[config.mk]
export PLATFORM = sky130hd
export DESIGN_NAME = clkgen_cfg_slave
export DESIGN_NICKNAME = d
export VERILOG_FILES = /design/src/rtl/cfgi2c_pkg.sv /design/src/rtl/cfgi2c_sampler.sv /design/src/rtl/cfgi2c_regs.sv /design/src/rtl/cfgi2c_engine.sv /design/src/rtl/clkgen_cfg_slave.sv
export SDC_FILE = /design/constraint.sdc
export NUM_CORES = 1
export LEC_CHECK = 0
export BUFFER_PORTS_ARGS = -buffer_cell sky130_fd_sc_hd__buf_2
export CAP_MARGIN = 20
export CORE_ASPECT_RATIO = 1.5
export CORE_MARGIN = 4
export CORE_UTILIZATION = 25
export DETAILED_ROUTE_END_ITERATION = 6
export PLACE_DENSITY = 0.41
export SKIP_CTS_REPAIR_TIMING = 1
export SYNTH_ARGS = -nofsm -noshare
export SYNTH_HDL_FRONTEND = slang
export SYNTH_SLANG_ARGS = --single-unit
[constraint.sdc]
create_clock -name clk -period 5.5 [get_ports clk]
set_input_delay 0.55 -clock clk [delete_from_list [all_inputs] [get_ports clk]]
set_output_delay 0.55 -clock clk [all_outputs]
set_load 0.01 [all_outputs]
[src/rtl/cfgi2c_pkg.sv]
// Shared definitions for the clock generator configuration slave.
// Assumes: byte 0 field positions are fixed, because the clock generator decodes them.
package cfgi2c_pkg;

    // Protocol engine states
    typedef enum logic [2:0] {
        ST_IDLE,   // waiting for a start condition
        ST_ADDR,   // shifting in the address byte
        ST_ACK,    // slave holds SDA low for the acknowledge bit
        ST_WRB,    // shifting in a write byte
        ST_RDB,    // shifting out a read byte
        ST_RACK,   // sampling the host acknowledge
        ST_RNEXT   // host acknowledged; load the next byte at SCL fall
    } eng_state_t;

    // Byte 0 field positions
    localparam int FLD_TRISTATE  = 0;
    localparam int FLD_SPREAD_ON = 1;
    localparam int FLD_SPREAD_DN = 2;
    localparam int FLD_SOURCE    = 3;
    localparam int FLD_FREQ_LO   = 4;
    localparam int FLD_FREQ_W    = 4;

endpackage

[src/rtl/cfgi2c_sampler.sv]
// Bus sampler: brings SCL and SDA into the clk domain and detects the bus events.
// Assumes: clk is much faster than SCL, so the event lag of two to three clocks is
// small against one SCL phase at standard-mode rates.
module cfgi2c_sampler (
    input  logic clk,
    input  logic rst_n,
    input  logic scl_i,
    input  logic sda_i,
    output logic scl_rise,
    output logic scl_fall,
    output logic sda_s,
    output logic start_evt,
    output logic stop_evt
);
    logic scl_m, scl_s, scl_d;
    logic sda_m, sda_d;

    // Two-stage synchronisers plus one history stage; an idle bus reads high
    always_ff @(posedge clk) begin
        if (!rst_n) begin
            scl_m <= 1'b1;
            scl_s <= 1'b1;
            scl_d <= 1'b1;
            sda_m <= 1'b1;
            sda_s <= 1'b1;
            sda_d <= 1'b1;
        end else begin
            scl_m <= scl_i;
            scl_s <= scl_m;
            scl_d <= scl_s;
            sda_m <= sda_i;
            sda_s <= sda_m;
            sda_d <= sda_s;
        end
    end

    // Edge and condition decode from the synchronised history
    always_comb begin
        scl_rise  = scl_s & ~scl_d;
        scl_fall  = ~scl_s & scl_d;
        start_evt = scl_s & scl_d & sda_d & ~sda_s;
        stop_evt  = scl_s & scl_d & ~sda_d & sda_s;
    end

endmodule

[src/rtl/cfgi2c_regs.sv]
// Configuration register file: NUM_REGS bytes with one write port and one read port.
// Assumes: the write index is always in range when wr_en is high; a read index out of
// range returns all ones.
module cfgi2c_regs #(
    parameter int                      NUM_REGS  = 6,
    parameter int                      REG_W     = 3,
    parameter logic [NUM_REGS*8-1:0]   RST_IMAGE = '0
) (
    input  logic                    clk,
    input  logic                    rst_n,
    input  logic                    wr_en,
    input  logic [REG_W-1:0]        wr_idx,
    input  logic [7:0]              wr_data,
    input  logic [REG_W-1:0]        rd_idx,
    output logic [7:0]              rd_data,
    output logic [NUM_REGS*8-1:0]   image
);
    for (genvar g = 0; g < NUM_REGS; g++) begin : g_reg
        logic [7:0] q;

        // One byte: loads its reset value, then takes writes addressed to it
        always_ff @(posedge clk) begin
            if (!rst_n)
                q <= RST_IMAGE[g*8 +: 8];
            else if (wr_en && (wr_idx == REG_W'(g)))
                q <= wr_data;
        end

        assign image[g*8 +: 8] = q;
    end

    // Read multiplexer over the flat image
    always_comb begin
        rd_data = 8'hFF;
        for (int i = 0; i < NUM_REGS; i++) begin
            if (rd_idx == REG_W'(i))
                rd_data = image[i*8 +: 8];
        end
    end

endmodule

[src/rtl/cfgi2c_engine.sv]
// Protocol engine: parses addresses, counts bits and bytes, drives acknowledges and
// read data, and issues register writes.
// Assumes: no clock stretching, no repeated start handling beyond restarting, and
// events from cfgi2c_sampler where rise and fall are never high together.
module cfgi2c_engine
    import cfgi2c_pkg::*;
#(
    parameter int         NUM_REGS = 6,
    parameter int         REG_W    = 3,
    parameter logic [7:0] WR_ADDR  = 8'hD2,
    parameter logic [7:0] RD_ADDR  = 8'hD3
) (
    input  logic              clk,
    input  logic              rst_n,
    input  logic              scl_rise,
    input  logic              scl_fall,
    input  logic              sda_s,
    input  logic              start_evt,
    input  logic              stop_evt,
    input  logic [7:0]        rd_data,
    output logic [REG_W-1:0]  rd_idx,
    output logic              wr_en,
    output logic [REG_W-1:0]  wr_idx,
    output logic [7:0]        wr_data,
    output logic              sda_oe
);
    localparam int CNT_W   = $clog2(NUM_REGS + 3);
    localparam int WR_HDR  = 2;                  // discarded header bytes
    localparam int WR_LAST = NUM_REGS + WR_HDR;  // saturating write byte count
    localparam int RD_LAST = NUM_REGS + 1;       // saturating read byte count

    eng_state_t        state;
    logic [3:0]        bit_cnt;
    logic [7:0]        shreg;
    logic [CNT_W-1:0]  byte_cnt;
    logic              is_read;
    logic              drive_low;
    logic [7:0]        load_byte;
    logic              byte_done;

    // Next read byte: count first, then registers, then all ones
    always_comb begin
        rd_idx = REG_W'(byte_cnt - CNT_W'(1));
        if (byte_cnt == '0)
            load_byte = 8'(NUM_REGS);
        else if (byte_cnt <= CNT_W'(NUM_REGS))
            load_byte = rd_data;
        else
            load_byte = 8'hFF;
    end

    // Write strobe at the SCL fall that ends the eighth bit of a data byte
    always_comb begin
        byte_done = scl_fall && (bit_cnt == 4'd8);
        wr_en     = (state == ST_WRB) && byte_done &&
                    (byte_cnt >= CNT_W'(WR_HDR)) && (byte_cnt < CNT_W'(WR_LAST));
        wr_idx    = REG_W'(byte_cnt - CNT_W'(WR_HDR));
        wr_data   = shreg;
    end

    // Protocol sequencing; start and stop take priority over bit handling
    always_ff @(posedge clk) begin
        if (!rst_n) begin
            state     <= ST_IDLE;
            bit_cnt   <= '0;
            shreg     <= '0;
            byte_cnt  <= '0;
            is_read   <= 1'b0;
            drive_low <= 1'b0;
        end else if (start_evt) begin
            state     <= ST_ADDR;
            bit_cnt   <= '0;
            byte_cnt  <= '0;
            drive_low <= 1'b0;
        end else if (stop_evt) begin
            state     <= ST_IDLE;
            drive_low <= 1'b0;
        end else begin
            case (state)
                ST_ADDR, ST_WRB: begin
                    if (scl_rise) begin
                        shreg   <= {shreg[6:0], sda_s};
                        bit_cnt <= bit_cnt + 4'd1;
                    end else if (byte_done) begin
                        bit_cnt <= '0;
                        if (state == ST_ADDR) begin
                            if (shreg == WR_ADDR) begin
                                is_read   <= 1'b0;
                                drive_low <= 1'b1;
                                state     <= ST_ACK;
                            end else if (shreg == RD_ADDR) begin
                                is_read   <= 1'b1;
                                drive_low <= 1'b1;
                                state     <= ST_ACK;
                            end else begin
                                state <= ST_IDLE;
                            end
                        end else begin
                            drive_low <= 1'b1;
                            state     <= ST_ACK;
                            if (byte_cnt != CNT_W'(WR_LAST))
                                byte_cnt <= byte_cnt + CNT_W'(1);
                        end
                    end
                end
                ST_ACK: begin
                    if (scl_fall) begin
                        if (is_read) begin
                            shreg     <= load_byte;
                            drive_low <= ~load_byte[7];
                            state     <= ST_RDB;
                            if (byte_cnt != CNT_W'(RD_LAST))
                                byte_cnt <= byte_cnt + CNT_W'(1);
                        end else begin
                            drive_low <= 1'b0;
                            state     <= ST_WRB;
                        end
                    end
                end
                ST_RDB: begin
                    if (scl_rise) begin
                        bit_cnt <= bit_cnt + 4'd1;
                    end else if (scl_fall) begin
                        if (bit_cnt == 4'd8) begin
                            bit_cnt   <= '0;
                            drive_low <= 1'b0;
                            state     <= ST_RACK;
                        end else begin
                            shreg     <= {shreg[6:0], 1'b0};
                            drive_low <= ~shreg[6];
                        end
                    end
                end
                ST_RACK: begin
                    if (scl_rise)
                        state <= sda_s ? ST_IDLE : ST_RNEXT;
                end
                ST_RNEXT: begin
                    if (scl_fall) begin
                        shreg     <= load_byte;
                        drive_low <= ~load_byte[7];
                        state     <= ST_RDB;
                        if (byte_cnt != CNT_W'(RD_LAST))
                            byte_cnt <= byte_cnt + CNT_W'(1);
                    end
                end
                default: state <= ST_IDLE;
            endcase
        end
    end

    assign sda_oe = drive_low;

endmodule

[src/rtl/clkgen_cfg_slave.sv]
// Top of the clock generator configuration slave: sampler, protocol engine and
// register file, plus the decode of byte 0 into control fields.
// Assumes: scl_i and sda_i are the resolved pad levels; the pad pulls SDA low
// while sda_oe is high.
module clkgen_cfg_slave
    import cfgi2c_pkg::*;
#(
    parameter int                      NUM_REGS  = 6,
    parameter logic [7:0]              WR_ADDR   = 8'hD2,
    parameter logic [7:0]              RD_ADDR   = 8'hD3,
    parameter logic [NUM_REGS*8-1:0]   RST_IMAGE = 48'h00FF_FFFF_FF00
) (
    input  logic                    clk,
    input  logic                    rst_n,
    input  logic                    scl_i,
    input  logic                    sda_i,
    output logic                    sda_oe,
    output logic                    sda_o,
    output logic [NUM_REGS*8-1:0]   cfg_image,
    output logic [FLD_FREQ_W-1:0]   freq_code,
    output logic                    freq_from_reg,
    output logic                    spread_down,
    output logic                    spread_on,
    output logic                    outputs_off
);
    localparam int REG_W = (NUM_REGS > 1) ? $clog2(NUM_REGS) : 1;

    logic              scl_rise, scl_fall, sda_s, start_evt, stop_evt;
    logic              wr_en;
    logic [REG_W-1:0]  wr_idx, rd_idx;
    logic [7:0]        wr_data, rd_data;

    cfgi2c_sampler u_sampler (
        .clk       (clk),
        .rst_n     (rst_n),
        .scl_i     (scl_i),
        .sda_i     (sda_i),
        .scl_rise  (scl_rise),
        .scl_fall  (scl_fall),
        .sda_s     (sda_s),
        .start_evt (start_evt),
        .stop_evt  (stop_evt)
    );

    cfgi2c_engine #(
        .NUM_REGS (NUM_REGS),
        .REG_W    (REG_W),
        .WR_ADDR  (WR_ADDR),
        .RD_ADDR  (RD_ADDR)
    ) u_engine (
        .clk       (clk),
        .rst_n     (rst_n),
        .scl_rise  (scl_rise),
        .scl_fall  (scl_fall),
        .sda_s     (sda_s),
        .start_evt (start_evt),
        .stop_evt  (stop_evt),
        .rd_data   (rd_data),
        .rd_idx    (rd_idx),
        .wr_en     (wr_en),
        .wr_idx    (wr_idx),
        .wr_data   (wr_data),
        .sda_oe    (sda_oe)
    );

    cfgi2c_regs #(
        .NUM_REGS  (NUM_REGS),
        .REG_W     (REG_W),
        .RST_IMAGE (RST_IMAGE)
    ) u_regs (
        .clk     (clk),
        .rst_n   (rst_n),
        .wr_en   (wr_en),
        .wr_idx  (wr_idx),
        .wr_data (wr_data),
        .rd_idx  (rd_idx),
        .rd_data (rd_data),
        .image   (cfg_image)
    );

    // Byte 0 field decode for the clock generator
    always_comb begin
        freq_code     = cfg_image[FLD_FREQ_LO +: FLD_FREQ_W];
        freq_from_reg = cfg_image[FLD_SOURCE];
        spread_down   = cfg_image[FLD_SPREAD_DN];
        spread_on     = cfg_image[FLD_SPREAD_ON];
        outputs_off   = cfg_image[FLD_TRISTATE];
    end

    assign sda_o = 1'b0;

endmodule

==> results of run 1 <==
[cell type report]
| class | instances | area, µm² |
|---|---|---|
| sequential | 75 | 1501 |
| fill | 1666 | 10960 |
| clock buffer | 10 | 229.0 |
| clock inverter | 6 | 112.6 |
| multi-input combinational | 330 | 2237 |
| tap | 203 | 254.0 |
| inverter | 18 | 67.56 |
| timing repair buffer | 62 | 335.3 |
[state kept, by name (all words and copies together), names as in the netlist]
register,flops
u_engine.wr_data,8
u_engine.is_read,1
u_engine.bit_cnt,4
u_sampler.scl_d,1
u_engine.sda_oe,1
u_sampler.scl_s,1
u_engine.state,3
u_engine.byte_cnt,4
u_regs.g.q,48
u_sampler.scl_m,1
u_sampler.sda_d,1
u_sampler.sda_m,1
u_sampler.sda_s,1
[worst paths after layout]
path                     startpoint              endpoint  cells after the start
setup / recovery  u_engine.state[0]  u_regs.g_reg[3].q[4]                      5
hold / removal                sda_i       u_sampler.sda_m                      2
setup reg to reg  u_engine.state[0]  u_regs.g_reg[3].q[4]                      5
hold reg to reg     u_sampler.scl_m       u_sampler.scl_s                      1
[logic make-up (layout without fill, tap and decap cells)]
group                    count (synthesis)  after routing  share of synthesized area, %
AO/OA/AOI/OAI                          113            113                         19.58
buffers and inverters                   63             96                         6.974
other                                    1              1                       0.09331
adder cells (fa/ha/maj)                 10             10                         3.113
flip-flops                              75             75                         37.36
multiplexers                            49             49                         12.20
AND/OR/NAND/NOR                        155            155                         20.24
XOR/XNOR                                 2              2                        0.4359
[routing by layer]
layer  vias up  GRT usage (%)
met2        96          27.10
met1      1678          16.10
met4         0          6.641
met5         -              0
li1       1721              -
met3        21          2.483
[metrics by stage]
step / setup slack (ns) / cell area (µm²)
final: 2.734 / 4737
after global routing: 2.442 / 4737
after CTS: 2.596 / 4702
after floorplan: 3.458 / 4019
after global placement: 2.688 / 4360
after detailed placement: 2.653 / 4360
[report_power, final]
part	leakage, nW	switching, mW	internal (mW)	total [mW]
Combinational	1.36	0.258	0.175	0.433
Sequential	0.608	0.114	0.576	0.690
Clock	0.167	0.243	0.445	0.688
[worst reg2reg max path, cell delays in order (launching register included)]
cell,delay (ns)
sky130_fd_sc_hd__dfxtp_1,0.85
sky130_fd_sc_hd__nand4bb_1,0.27
sky130_fd_sc_hd__a2111oi_4,0.46
sky130_fd_sc_hd__nand3b_1,0.63
sky130_fd_sc_hd__mux2i_1,0.33
sky130_fd_sc_hd__nand2_1,0.07
[layout by cell type (no fill, tap or decap), drive strengths merged, types with 2 or more instances in the layout]
master,n
a2111oi,2
a211oi,7
a21oi,33
a221o,4
a221oi,6
a22oi,4
and2,2
and3,3
and3b,2
buf,62
bufinv,3
clkbuf,10
clkinv,2
dfxtp,75
ha,10
inv,19
mux2i,49
nand2,47
nand2b,19
nand3,8
nand3b,8
nand4bb,3
nor2,33
nor2b,14
nor3b,6
nor4,4
o21ai,22
o311a,4
o311ai,4
o31ai,9
o32ai,3
==> results.txt, run 1 <==
----------------------------------------------------
[Die]
  Die area ... 18,210 µm²
  Starting utilization of the core area ... 25.61%
  Die Y-Extent ... 163.3 µm
  Width of the die ... 111.5 µm
  Boundary pin count ... 62
  Placeable Area ... 15,700 µm²
  Cell row count ... 56

[Cells and area]
  Utilization of the core after routing ... 30.18%
  Number of antenna cells inserted ... 0
  Final cell count without fillers ... 704
  Share of post-route cells with drive strength above 1 ... 16.37%
  Final-stage net count ... 510
  Synth-to-layout area growth ... 17.87%

[Global routing]
  Via count of the first global-routing pass ... 3,537
  Total global routing track utilization ... 14.58%
  Initial antenna violation count ... 0
  Global-route wire length before repair ... 20.69 mm
  Grt total ovfl ... 0
  Largest net degree at the start of global routing ... 46

[CTS]
  Clk_lat worst skew ... 0.34 ns
  Clock tree sinks ... 75
  Buffer type at the clock tree root ... sky130_fd_sc_hd__clkbuf_16
  Number of buffers on the longest clock path ... 2
  # H-tree levels ... 3
  Clock tree from TritonCTS ... done
  Number of buffers added by the clock tree synthesis step ... 9
  Clock-pin slew on the worst setup and hold paths ... 0.06 ns

[STA]
  Final number of max-transition violations ... 0
  Final hold violation count ... 0
  Minimum period implied by the final worst setup slack ... 2.766 ns
  Worst slew margin ... 41.59%
  Final setup violation count ... 0
  Sum Neg Setup Slack ... 0 ns
  RSZ-0062 raised after global routing ... no
  Worst Max-Slew Pin Slew ... 0.8752 ns
  Worst clock skew ... 0.004706 ns
  Max Freq ... 0.3615 GHz
  Period utilization ... 50.29%
  Hold Worst Slack ... 0.3937 ns

[Synthesis]
  Library cell with the largest summed area after synthesis ... sky130_fd_sc_hd__dfxtp_1
  Number of register bits inferred by synthesis ... 75
  Cell types occupying the most area after synthesis ... sky130_fd_sc_hd__dfxtp_1, sky130_fd_sc_hd__mux2i_1, sky130_fd_sc_hd__nand2_1
  Most frequently used flop master after synthesis ... sky130_fd_sc_hd__dfxtp_1
  Fraction of post-synthesis cell area in the top cell type by area ... 37.36%
  Leading cell types by count after synthesis ... sky130_fd_sc_hd__dfxtp_1, sky130_fd_sc_hd__mux2i_1, sky130_fd_sc_hd__nand2_1
  Post-synthesis net count ... 482
  Count of flip-flops with a built-in enable after synthesis ... 0
  Cell area after synthesis ... 4019 µm²
  Share of synthesized area occupied by flip-flops and latches ... 37.36%
  Synthesized netlist cell count ... 468
  Yosys synthesis warning count ... 0
  Distinct cell type count of the synthesized netlist ... 60
  Post-Synthesis Mean Instance Area ... 8.587 µm²
  Share of synthesized flip-flops with an asynchronous set or reset ... 0%
  Cell with the most instances after synthesis ... sky130_fd_sc_hd__dfxtp_1

[Placed design]
  Final HPWL from detailed placement ... 9.617 mm
  Routability congestion estimate from global placement ... 0.8085
  Port buffer count ... 60
  Number of cells after detailed placement ... 686

[Routing]
  Total Wirelength ... 13.18 mm
  DR DRC count ... 0
  Initial detailed-routing violation count ... 227
  Via count ... 3,516
  Met1 Routed Length ... 5.233 mm
  Met2 Wirelength ... 7.093 mm
  Iteration count of the initial detailed-routing pass ... 5
  Routed length on met3 ... 498 µm
  Vias per Instance ... 4.994
  Final ANT Viol Nets ... 0
  Average wire per standard cell ... 18.72 µm
  Uppermost routed layer ... met4

[Status]
  Result of the run ... finished, final reports clean

[Pwr]
  Leak ... 2.137 nW
  Worst voltage drop across the vdd grid ... 0.0001511 V
  Total Power ... 1.812 mW
  Power density over the cells ... 382.5 nW/µm²

[Worst setup path]
  Top fanout value on the critical path ... 26
  Critical path class ... flop to flop
  Worst path required time ... 5.69 ns
  Cell with the biggest individual delay on the critical path ... sky130_fd_sc_hd__dfxtp_1
  Worst reg-to-reg setup slack ... 2.73 ns
  Total buffers and inverters traversed by the critical path ... 0
  Setup crit start kind ... flop
  Nature of the critical path endpoint ... flop
  Slowest cell delay on critical path ... 0.85 ns
  Delay-heaviest family, CP ... simple AND/OR/NAND/NOR gates
  Data arrival time of the worst path ... 2.95 ns
  Critical path, cell by cell ... nand4bb_1 -> a2111oi_4 -> nand3b_1 -> mux2i_1 -> nand2_1

[Flow run]
  Number of max-cap violations ... 0

[Worst hold path]
  Min-delay worst type ... primary input to flop

----------------------------------------------------
Note: power is estimated with default switching activity, not from simulation.
==> run 2, diff against run 1 <==
--- a/config.mk
+++ b/config.mk
@@ -5,13 +5,14 @@
 export SDC_FILE = /design/constraint.sdc
 export NUM_CORES = 1
 export LEC_CHECK = 0
+export ABC_AREA = 1
 export BUFFER_PORTS_ARGS = -buffer_cell sky130_fd_sc_hd__buf_2
 export CAP_MARGIN = 20
 export CORE_ASPECT_RATIO = 1.5
 export CORE_MARGIN = 4
 export CORE_UTILIZATION = 25
 export DETAILED_ROUTE_END_ITERATION = 6
-export PLACE_DENSITY = 0.41
+export PLACE_DENSITY = 0.42
 export SKIP_CTS_REPAIR_TIMING = 1
 export SYNTH_ARGS = -nofsm -noshare
 export SYNTH_HDL_FRONTEND = slang
==> constraint.sdc (replaced) <==
create_clock -name clk -period 2.25 [get_ports clk]
set_input_delay 0.225 -clock clk [delete_from_list [all_inputs] [get_ports clk]]
set_output_delay 0.225 -clock clk [all_outputs]
set_load 0.01 [all_outputs]
==> run 2 against run 1 <==
  * First-iteration DRC count shrank 31%
  * Non-clock buffer count increased by 6
  * Flip-flop and latch count unchanged
==> results.txt, run 2 <==
----------------------------------------------------
[CTS]
  # H-tree levels ... 3 (unchanged)
  Clk_lat worst skew ... 0.34 ns (about the same)
  Number of buffers on the longest clock path ... 2 (unchanged)
  Number of buffers added by the clock tree synthesis step ... 9 (unchanged)
  Clock tree from TritonCTS ... done
  Clock-pin slew on the worst setup and hold paths ... 0.06 ns (about the same)
  Buffer type at the clock tree root ... sky130_fd_sc_hd__clkbuf_16
  Clock tree sinks ... 75 (unchanged)

[Cells and area]
  Final-stage net count ... 616 (+21%)
  Fill cell instance count of the final layout ... 1,772 (+6.4%)
  Number of antenna cells inserted ... 0 (unchanged)
  Utilization of the core after routing ... 30.01% (-0.18 points)
  Largest Register ... u_regs.g.q
  Share of post-route cells with drive strength above 1 ... 20.76% (+4.4 points)
  Cell area after layout ... 4710 µm² (-0.58%)
  Final cell count without fillers ... 810 (+15%)
  Commonest non-fill, non-tap cell in the layout ... sky130_fd_sc_hd__nand2_1
  Largest register FFs ... 48 (unchanged)
  Commonest cells after routing, fill and taps aside ... sky130_fd_sc_hd__nand2_1, sky130_fd_sc_hd__dfxtp_1, sky130_fd_sc_hd__inv_1, sky130_fd_sc_hd__buf_2, sky130_fd_sc_hd__a21oi_1
  Sequential cell area ... 1503 µm² (about the same)
  Multi-input combinational cell area ... 2028 µm² (-9.3%)
  Synth-to-layout area growth ... 17.77% (about the same)

[Die]
  Cell row count ... 56 (unchanged)
  Die area ... 18,120 µm² (-0.47%)
  Starting utilization of the core area ... 25.48% (-0.13 points)
  Die Y-Extent ... 162.9 µm (-0.24%)
  Placeable Area ... 15,700 µm² (unchanged)
  Boundary pin count ... 62 (unchanged)
  Width of the die ... 111.3 µm (-0.23%)

[Global routing]
  Grt total ovfl ... 0 (unchanged)
  Largest net degree at the start of global routing ... 60 (+30%)
  Initial antenna violation count ... 0 (unchanged)
  Via count of the first global-routing pass ... 3,780 (+6.9%)
  Total global routing track utilization ... 14.41% (-0.17 points)
  Global-route wire length before repair ... 20.62 mm (-0.33%)

[Routing]
  Initial detailed-routing violation count ... 157 (-31%)
  Average wire per standard cell ... 15.71 µm (-16%)
  Via count ... 3,769 (+7.2%)
  Iteration count of the initial detailed-routing pass ... 4 (-1)
  Vias per Instance ... 4.653 (-6.8%)
  Total Wirelength ... 12.72 mm (-3.4%)
  DR DRC count ... 0 (unchanged)
  Final ANT Viol Nets ... 0 (unchanged)

[Worst hold path]
  Min-delay worst type ... primary input to flop

[Pwr]
  Leak ... 2.151 nW (+0.66%)
  Worst voltage drop across the vdd grid ... 0.0003549 V (+130%)
  Total Power ... 4.470 mW (+150%)
  Power density over the cells ... 949.2 nW/µm² (+150%)

[Synthesis]
  Cell with the most instances after synthesis ... sky130_fd_sc_hd__nand2_1
  Library cell with the largest summed area after synthesis ... sky130_fd_sc_hd__dfxtp_1
  Count of flip-flops with a built-in enable after synthesis ... 0 (unchanged)
  Share of synthesized area occupied by flip-flops and latches ... 37.55% (+0.19 points)
  Cell area after synthesis ... 3999 µm² (-0.50%)
  Leading cell types by count after synthesis ... sky130_fd_sc_hd__nand2_1, sky130_fd_sc_hd__dfxtp_1, sky130_fd_sc_hd__inv_1
  Distinct cell type count of the synthesized netlist ... 35 (-42%)
  Post-Synthesis Mean Instance Area ... 7.257 µm² (-15%)
  Yosys synthesis warning count ... 0 (unchanged)
  Synthesized netlist cell count ... 551 (+18%)
  Number of register bits inferred by synthesis ... 75 (unchanged)
  Share of synthesized flip-flops with an asynchronous set or reset ... 0% (unchanged)
  Cell types occupying the most area after synthesis ... sky130_fd_sc_hd__dfxtp_1, sky130_fd_sc_hd__nand2_1, sky130_fd_sc_hd__inv_1
  Most frequently used flop master after synthesis ... sky130_fd_sc_hd__dfxtp_1
  Post-synthesis net count ... 565 (+17%)
  Fraction of post-synthesis cell area in the top cell type by area ... 37.55% (+0.19 points)

[Worst setup path]
  Nature of the critical path endpoint ... flop
  Critical path class ... flop to flop
  Top fanout value on the critical path ... 9 (-65%)
  Worst reg-to-reg setup slack ... 0.23 ns (-2.50 ns)
  Setup crit start kind ... flop
  Worst path required time ... 2.51 ns (-3.18 ns)
  Data arrival time of the worst path ... 2.28 ns (-0.67 ns)

[STA]
  Minimum period implied by the final worst setup slack ... 2.018 ns (-0.7484 ns)
  Hold Worst Slack ... 0.07614 ns (-0.3176 ns)
  Worst clock skew ... 0.007311 ns (+0.002605 ns)
  Max Freq ... 0.4956 GHz (+37%)
  Period utilization ... 89.68% (+39 points)
  Final number of max-transition violations ... 0 (unchanged)
  Worst Max-Slew Pin Slew ... 0.7045 ns (-0.1707 ns)
  Final hold violation count ... 0 (unchanged)
  RSZ-0062 raised after global routing ... no
  Worst slew margin ... 52.81% (+11 points)
  Final setup violation count ... 0 (unchanged)

[Status]
  Result of the run ... finished, final reports clean

[Placed design]
  Number of cells after detailed placement ... 794 (+16%)
  Placement Cell Area ... 4429 µm² (+1.6%)
  Final HPWL from detailed placement ... 9.874 mm (+2.7%)
  Port buffer count ... 60 (unchanged)
  Routability congestion estimate from global placement ... 0.8821 (+9.1%)

[Flow run]
  Number of max-cap violations ... 0 (unchanged)

----------------------------------------------------
run 2: cell types whose count changed in the layout (fill, tap and decap cells not counted), moves of 9 or more:
| cell | previous run | this run |
|---|---|---|
| sky130_fd_sc_hd__nand3_1 | 6 | 33 |
| sky130_fd_sc_hd__inv_1 | 18 | 71 |
| sky130_fd_sc_hd__o31ai_1 | 9 | 0 |
| sky130_fd_sc_hd__mux2i_1 | 49 | 0 |
| sky130_fd_sc_hd__nand2_1 | 47 | 107 |
| sky130_fd_sc_hd__or2_2 | 0 | 12 |
| sky130_fd_sc_hd__nand2b_1 | 19 | 0 |
| sky130_fd_sc_hd__o21ai_0 | 21 | 40 |
| sky130_fd_sc_hd__o211ai_1 | 1 | 33 |
| sky130_fd_sc_hd__nand4_1 | 0 | 12 |
| sky130_fd_sc_hd__nor2b_1 | 14 | 0 |
| sky130_fd_sc_hd__nand2_2 | 0 | 9 |
run 2: metrics by stage:
stage | setup TNS (ns) | setup WS, ns
final | 0 | 0.2323
after detailed placement | 0 | 0.005762
after global placement | 0 | 0.09079
after floorplan | 0 | 0.4376
after CTS | -0.01771 | -0.01771
after global routing | 0 | 0.02132
run 2: cells by family after synthesis:
logic type,count (synthesis),synth area share [%]
and+or+nand+nor,237,29.38
AOI/OAI and AO/OA,119,17.27
buffers and inverters,106,11.92
DFF,75,37.55
adders and majority gates,10,3.129
xor gates and xnor gates,3,0.6572
other,1,0.09378
run 2: area by class of cell:
cell class                      count  share of cell area (%)
Tap cell                          203                   5.393
Clock buffer                       10                   4.862
Multi-Input combinational cell    370                   43.07
Timing Repair Buffer               68                   7.651
Clock inverter                      6                  0.9033
Sequential cell                    75                   31.91
Inverter                           78                   6.217
run 2: worst max-delay path: stages, from the launching register on:
cell,delay (ns)
sky130_fd_sc_hd__dfxtp_1,0.52
sky130_fd_sc_hd__ha_1,0.24
sky130_fd_sc_hd__nand2_1,0.06
sky130_fd_sc_hd__a31oi_1,0.52
sky130_fd_sc_hd__o21ai_0,0.18
sky130_fd_sc_hd__inv_1,0.12
sky130_fd_sc_hd__nand2_1,0.07
sky130_fd_sc_hd__nand2_1,0.06
sky130_fd_sc_hd__nand2_1,0.05
sky130_fd_sc_hd__a21oi_1,0.13
run 2: path summary, 6_finish.rpt:
path / depth (start not counted) / startpoint / to
worst max-delay path: 9 / u_engine.byte_cnt[2] / u_engine.sda_oe
worst min-delay path: 2 / sda_i / u_sampler.sda_m
worst max register to register: 9 / u_engine.byte_cnt[2] / u_engine.sda_oe
worst min register to register: 1 / u_sampler.scl_m / u_sampler.scl_s
run 2: where the power goes:
group	internal, mW	switching, mW	leakage, nW
Sequential	1.44	0.174	0.609
Combinational	0.444	1.08	1.41
Clock	0.746	0.579	0.128
run 2: metal layers:
| layer | vias up | wire length, µm | track usage (%) |
|---|---|---|---|
| met5 | - | 0 | 0 |
| met4 | 0 | 382 | 5.589 |
| met3 | 19 | 400 | 2.974 |
| met2 | 61 | 6809 | 27.29 |
| met1 | 1766 | 5131 | 15.55 |
| li1 | 1923 | - | - |
